## config.mk

```make
export PLATFORM = sky130hd
export DESIGN_NAME = rh4_hybrid_adder
export DESIGN_NICKNAME = d
export VERILOG_FILES = /design/src/rtl/rh4_pkg.sv /design/src/rtl/rh4_full_add.sv /design/src/rtl/rh4_ppm_add.sv /design/src/rtl/rh4_cell.sv /design/src/rtl/rh4_hybrid_adder.sv
export SDC_FILE = /design/constraint.sdc
export NUM_CORES = 1
export LEC_CHECK = 0
export ABC_CLOCK_PERIOD_IN_PS = 2100
export BUFFER_PORTS_ARGS = -buffer_cell sky130_fd_sc_hd__buf_2
export CORE_AREA = 2 2 39 41
export DETAILED_ROUTE_END_ITERATION = 10
export DIE_AREA = 0 0 41 43
export GPL_TIMING_DRIVEN = 0
export SYNTH_ARGS = -nofsm -noshare
export SYNTH_HDL_FRONTEND = slang
export SYNTH_SLANG_ARGS = --single-unit
```

## constraint.sdc

```tcl
create_clock -name vclk -period 2.1
set_clock_uncertainty 0.05 [all_clocks]
set_input_delay 0.42 -clock vclk [all_inputs]
set_output_delay 0.42 -clock vclk [all_outputs]
set_load 0.03 [all_outputs]
```

## src/rtl/rh4_pkg.sv

```systemverilog
package rh4_pkg;
  // Default operand length in digits
  parameter int unsigned RH4_DIGITS_DEFAULT = 4;

  // Signed digit: value = -2*neg + pa + pb, range -2..+2
  typedef struct packed {
    logic neg;
    logic pa;
    logic pb;
  } rh4_sd_t;

  // Unsigned digit: value = 2*hi + lo, range 0..3
  typedef struct packed {
    logic hi;
    logic lo;
  } rh4_ud_t;
endpackage

```

## src/rtl/rh4_full_add.sv

```systemverilog
module rh4_full_add (
  input  logic a_i,
  input  logic b_i,
  input  logic c_i,
  output logic sum_o,
  output logic carry_o
);
  // a + b + c = 2*carry + sum
  always_comb begin
    sum_o   = a_i ^ b_i ^ c_i;
    carry_o = (a_i & b_i) | (a_i & c_i) | (b_i & c_i);
  end
endmodule

```

## src/rtl/rh4_ppm_add.sv

```systemverilog
module rh4_ppm_add (
  input  logic plus0_i,
  input  logic plus1_i,
  input  logic minus_i,
  output logic up_o,
  output logic down_o
);
  // plus0 + plus1 - minus = 2*up - down, range -1..+2
  always_comb begin
    down_o = plus0_i ^ plus1_i ^ minus_i;
    up_o   = (plus0_i & plus1_i) | (plus0_i & ~minus_i) | (plus1_i & ~minus_i);
  end
endmodule

```

## src/rtl/rh4_cell.sv

```systemverilog
module rh4_cell
  import rh4_pkg::*;
(
  input  rh4_sd_t x_i,
  input  rh4_ud_t y_i,
  input  logic    t_i,
  output rh4_sd_t s_o,
  output logic    t_o
);
  logic fa_sum;
  logic fa_carry;
  logic ppm_up;
  logic ppm_down;

  // Step 1a: the three weight-1 wires
  rh4_full_add u_fa (
    .a_i     (x_i.pa),
    .b_i     (x_i.pb),
    .c_i     (y_i.lo),
    .sum_o   (fa_sum),
    .carry_o (fa_carry)
  );

  // Step 1b: the weight-2 wires give transfer (weight 4) and interim -2 wire
  rh4_ppm_add u_ppm (
    .plus0_i (y_i.hi),
    .plus1_i (fa_carry),
    .minus_i (x_i.neg),
    .up_o    (ppm_up),
    .down_o  (ppm_down)
  );

  // Step 2: join the interim digit with the incoming transfer
  always_comb begin
    t_o      = ppm_up;
    s_o.neg  = ppm_down;
    s_o.pa   = fa_sum;
    s_o.pb   = t_i;
  end
endmodule

```

## src/rtl/rh4_hybrid_adder.sv

```systemverilog
module rh4_hybrid_adder
  import rh4_pkg::*;
#(
  parameter int unsigned DIGITS = RH4_DIGITS_DEFAULT
) (
  input  logic [DIGITS-1:0] x_neg,
  input  logic [DIGITS-1:0] x_pa,
  input  logic [DIGITS-1:0] x_pb,
  input  logic [DIGITS-1:0] y_hi,
  input  logic [DIGITS-1:0] y_lo,
  output logic [DIGITS-1:0] s_neg,
  output logic [DIGITS-1:0] s_pa,
  output logic [DIGITS-1:0] s_pb,
  output logic              carry_out
);
  localparam int unsigned TCHAIN = DIGITS + 1;

  logic [TCHAIN-1:0] xfer;

  assign xfer[0] = 1'b0;

  for (genvar gi = 0; gi < DIGITS; gi++) begin : g_digit
    rh4_sd_t xd;
    rh4_ud_t yd;
    rh4_sd_t sd;

    always_comb begin
      xd.neg = x_neg[gi];
      xd.pa  = x_pa[gi];
      xd.pb  = x_pb[gi];
      yd.hi  = y_hi[gi];
      yd.lo  = y_lo[gi];
    end

    rh4_cell u_cell (
      .x_i (xd),
      .y_i (yd),
      .t_i (xfer[gi]),
      .s_o (sd),
      .t_o (xfer[gi+1])
    );

    assign s_neg[gi] = sd.neg;
    assign s_pa[gi]  = sd.pa;
    assign s_pb[gi]  = sd.pb;
  end

  assign carry_out = xfer[DIGITS];
endmodule

```

==> metrics.txt <==
# TYPE chip_impl_metric gauge
chip_impl_metric{name="synthMuxAreaShare",unit="%"} 0
chip_impl_info{name="critical_path.endpoint_type",value="primary output"} 1
chip_impl_metric{name="fill_cell_count",unit=""} 150
chip_impl_metric{name="met3_capacity_usage_during_global_routing",unit="%"} 0
chip_impl_metric{name="comb_power_share",unit="%"} 100.0
chip_impl_metric{name="timing.final.max_slew_violations",unit=""} 0
chip_impl_info{name="min_delay_worst_type",value="in2out"} 1
chip_impl_metric{name="area_growth",unit="%"} 68.0
chip_impl_metric{name="max_clock_freq",unit="GHz"} 0.483
chip_impl_metric{name="io_buffers",unit=""} 32
chip_impl_metric{name="timing.final.ws_setup",unit="ps"} 28.0
chip_impl_metric{name="critical_path_arrival",unit="ps"} 1600
chip_impl_metric{name="number_of_setup_violations_in_the_final_report",unit=""} 0
chip_impl_info{name="start_kind",value="input pin"} 1
chip_impl_metric{name="syn_inst",unit=""} 45
chip_impl_metric{name="globalRouteMet1Util",unit="%"} 5.86
chip_impl_metric{name="wire_length_per_cell",unit="um"} 6.61
chip_impl_metric{name="fp.dieArea",unit="um^2"} 1760
chip_impl_metric{name="static_leakage_power",unit="nW"} 0.367
chip_impl_metric{name="power_density",unit="nW/um^2"} 387
chip_impl_metric{name="detailroute.via_count",unit=""} 298
chip_impl_info{name="whs_endpoint",value="s_neg[3]"} 1
chip_impl_metric{name="post_route_cells_drive_above_1_share",unit="%"} 71.2
chip_impl_metric{name="max_cap_viol_count",unit=""} 0
chip_impl_metric{name="die_h",unit="um"} 43
chip_impl_metric{name="global_route_wire_length_before_repair",unit="um"} 869
chip_impl_metric{name="drt-vias-per-instance",unit=""} 3.35
chip_impl_metric{name="design.seq.count",unit=""} 0
chip_impl_info{name="yosys_top_cell_by_area",value="fa_1"} 1
chip_impl_metric{name="yosys.area_share.simple",unit="%"} 0
chip_impl_metric{name="worstPathRequired",unit="ps"} 1630
chip_impl_metric{name="yosys_warnings",unit=""} 0
chip_impl_metric{name="power.switching_fraction",unit="%"} 53.4
chip_impl_metric{name="seq_area",unit="um^2"} 0
chip_impl_metric{name="synthesis.area_per_instance",unit="um^2"} 7.65
chip_impl_metric{name="cp_slowest_stage_delay",unit="ps"} 570
chip_impl_info{name="most_common_cell_after_layout_fill_and_taps_aside",value="buf_2"} 1
chip_impl_metric{name="grt_use_total",unit="%"} 6.45
chip_impl_info{name="crit_path_cell_trace",value="buf_6, inv_2, fa_2, fa_2, buf_6"} 1
chip_impl_metric{name="nNetsFinal",unit=""} 103
chip_impl_metric{name="number_of_standard_cell_rows_in_the_floorplan",unit=""} 14
chip_impl_metric{name="p_switching",unit="uW"} 119
chip_impl_metric{name="vdd.ir_drop.worst",unit="uV"} 146
chip_impl_metric{name="final_hold_viol_count",unit=""} 0
chip_impl_metric{name="synth_area",unit="um^2"} 344
chip_impl_metric{name="remaining_design_rule_violation_count",unit=""} 0
chip_impl_info{name="synth_top_family_by_area",value="buffers and inverters"} 1
chip_impl_metric{name="antenna_cells",unit=""} 0
chip_impl_metric{name="p_int",unit="uW"} 104
chip_impl_info{name="crit_path_top_delay_cell",value="fa_2"} 1
chip_impl_metric{name="drt_wl_total",unit="um"} 588
chip_impl_metric{name="drt_first_iter_violations",unit=""} 0
chip_impl_metric{name="drt_pass_1_iters",unit=""} 1
chip_impl_metric{name="place.gp.congestion",unit=""} 0.552
chip_impl_metric{name="globalRoute.totalOverflow",unit=""} 0
chip_impl_metric{name="gr-usage-met2",unit="%"} 14.4
chip_impl_metric{name="initial_utilization",unit="%"} 24.9
chip_impl_metric{name="first_global_vias",unit=""} 273
chip_impl_metric{name="final_cell_area",unit="um^2"} 578
chip_impl_metric{name="place_ws",unit="ps"} -111
chip_impl_metric{name="yosys.area.top_type_share",unit="%"} 46.5
chip_impl_metric{name="ys_types",unit=""} 4
chip_impl_metric{name="design.core.area",unit="um^2"} 1380
chip_impl_info{name="outcome",value="finished, final reports clean"} 1
chip_impl_metric{name="grt_antenna_before_repair",unit=""} 0
chip_impl_info{name="rsz_0062_raised_after_global_routing",value="true"} 1
chip_impl_metric{name="synth-compound-area-share",unit="%"} 0
chip_impl_metric{name="die-width",unit="um"} 41
chip_impl_metric{name="clkPwrFrac",unit="%"} 0
chip_impl_metric{name="min_path_cells",unit=""} 3
chip_impl_metric{name="maximum_number_of_pins_on_one_net_before_global_route_repair",unit=""} 2
chip_impl_metric{name="boundaryPins",unit=""} 33
chip_impl_metric{name="ant_nets",unit=""} 0
chip_impl_metric{name="holdWs",unit="ps"} 1170
chip_impl_metric{name="postCtsHoldBufs",unit=""} 0
chip_impl_metric{name="dp_hpwl",unit="um"} 576
chip_impl_info{name="final_cell_mix",value="buf_2, inv_1, buf_6"} 1
chip_impl_metric{name="postSynthNetCount",unit=""} 73
chip_impl_info{name="type_of_the_setup_path_with_the_least_slack",value="in2out"} 1
chip_impl_metric{name="ys_seq_area_share",unit="%"} 0
chip_impl_metric{name="synthAdderAreaFrac",unit="%"} 46.5
chip_impl_metric{name="timing.critical_path.fanout_max",unit=""} 1
chip_impl_info{name="busiest_layer",value="met2"} 1
chip_impl_metric{name="dpl_cell_area",unit="um^2"} 524
chip_impl_metric{name="timing.final.crit_period",unit="ps"} 2070
chip_impl_metric{name="fin_crit_sh",unit="%"} 98.7
chip_impl_info{name="leading_post_synthesis_cells_by_cell_area",value="fa_1, buf_4, inv_1, conb_1"} 1
chip_impl_info{name="min_from",value="x_neg[3]"} 1
chip_impl_metric{name="xor_and_xnor_area_share_after_synthesis",unit="%"} 0
chip_impl_metric{name="final.clkbuf_count",unit=""} 0
chip_impl_metric{name="seq_power_share",unit="%"} 0
-- stage by stage --
stage	utilization (%)	setup TNS, ps	power [mW]	instances
after floorplan	-	0	0.153	45
after global placement	37.9	-470	0.203	93
after detailed placement	37.9	-505	0.207	93
after CTS	40.4	-1.04	0.229	93
after global routing	41.8	-23.3	0.246	89
final	41.8	0	0.224	89
-- critical path, delay by kind of cell --
family	cells	cell delay (ps)
fa+ha+maj	2	950
buf+inv	3	230
-- routing by layer --
layer / wire length [um] / share of wire (%)
met5: 0 / 0
met4: 0 / 0
met3: 21 / 3.6
met2: 407 / 69
met1: 159 / 27
-- cells in the mapped netlist --
cell,n
fa_1,8
buf_4,12
inv_1,24
conb_1,1
-- power groups by stage --
stage | clock network (mW) | registers [mW] | logic, mW
floorplan | 0 | 0 | 0.153
global placement | 0 | 0 | 0.203
detailed placement | 0 | 0 | 0.207
CTS | 0 | 0 | 0.229
global route | 0 | 0 | 0.246
finish | 0 | 0 | 0.224
-- cell type report --
type,instances,area (um^2),share of cell area (%)
timing repair buffer,32,231,40.0
tap,16,20.0,3.46
buffer,8,60.1,10.4
multi-input combinational,9,176,30.5
inverter,24,90.1,15.6
-- kinds of logic (layout without fill, tap and decap cells) --
kind of cell  after synthesis  after routing
other cells                 1              1
buf+inv                    36             64
fa+ha+maj                   8              8
-- how the worst max path moves through the flow --
| stage | startpoint | slack, ps | to |
|---|---|---|---|
| 3_3_place_gp | x_pa[2] | -100 | s_neg[2] |
| 5_1_grt | y_lo[3] | -20 | s_neg[3] |
| 2_1_floorplan | x_pa[0] | 120 | s_neg[0] |
| 3_5_place_dp | x_pa[0] | -110 | s_neg[0] |
| 6_report | y_lo[1] | 30 | s_neg[1] |
| 4_1_cts | x_pa[0] | -1 | s_neg[0] |
-- timing repair --
item | 4_1_cts | 5_1_grt
pin swaps | 0 | 8
endpoints found under the setup margin | 7 | 7
setup buffers | 0 | 0
gates resized for setup | 12 | 21
(Power assumes the default switching activity.)
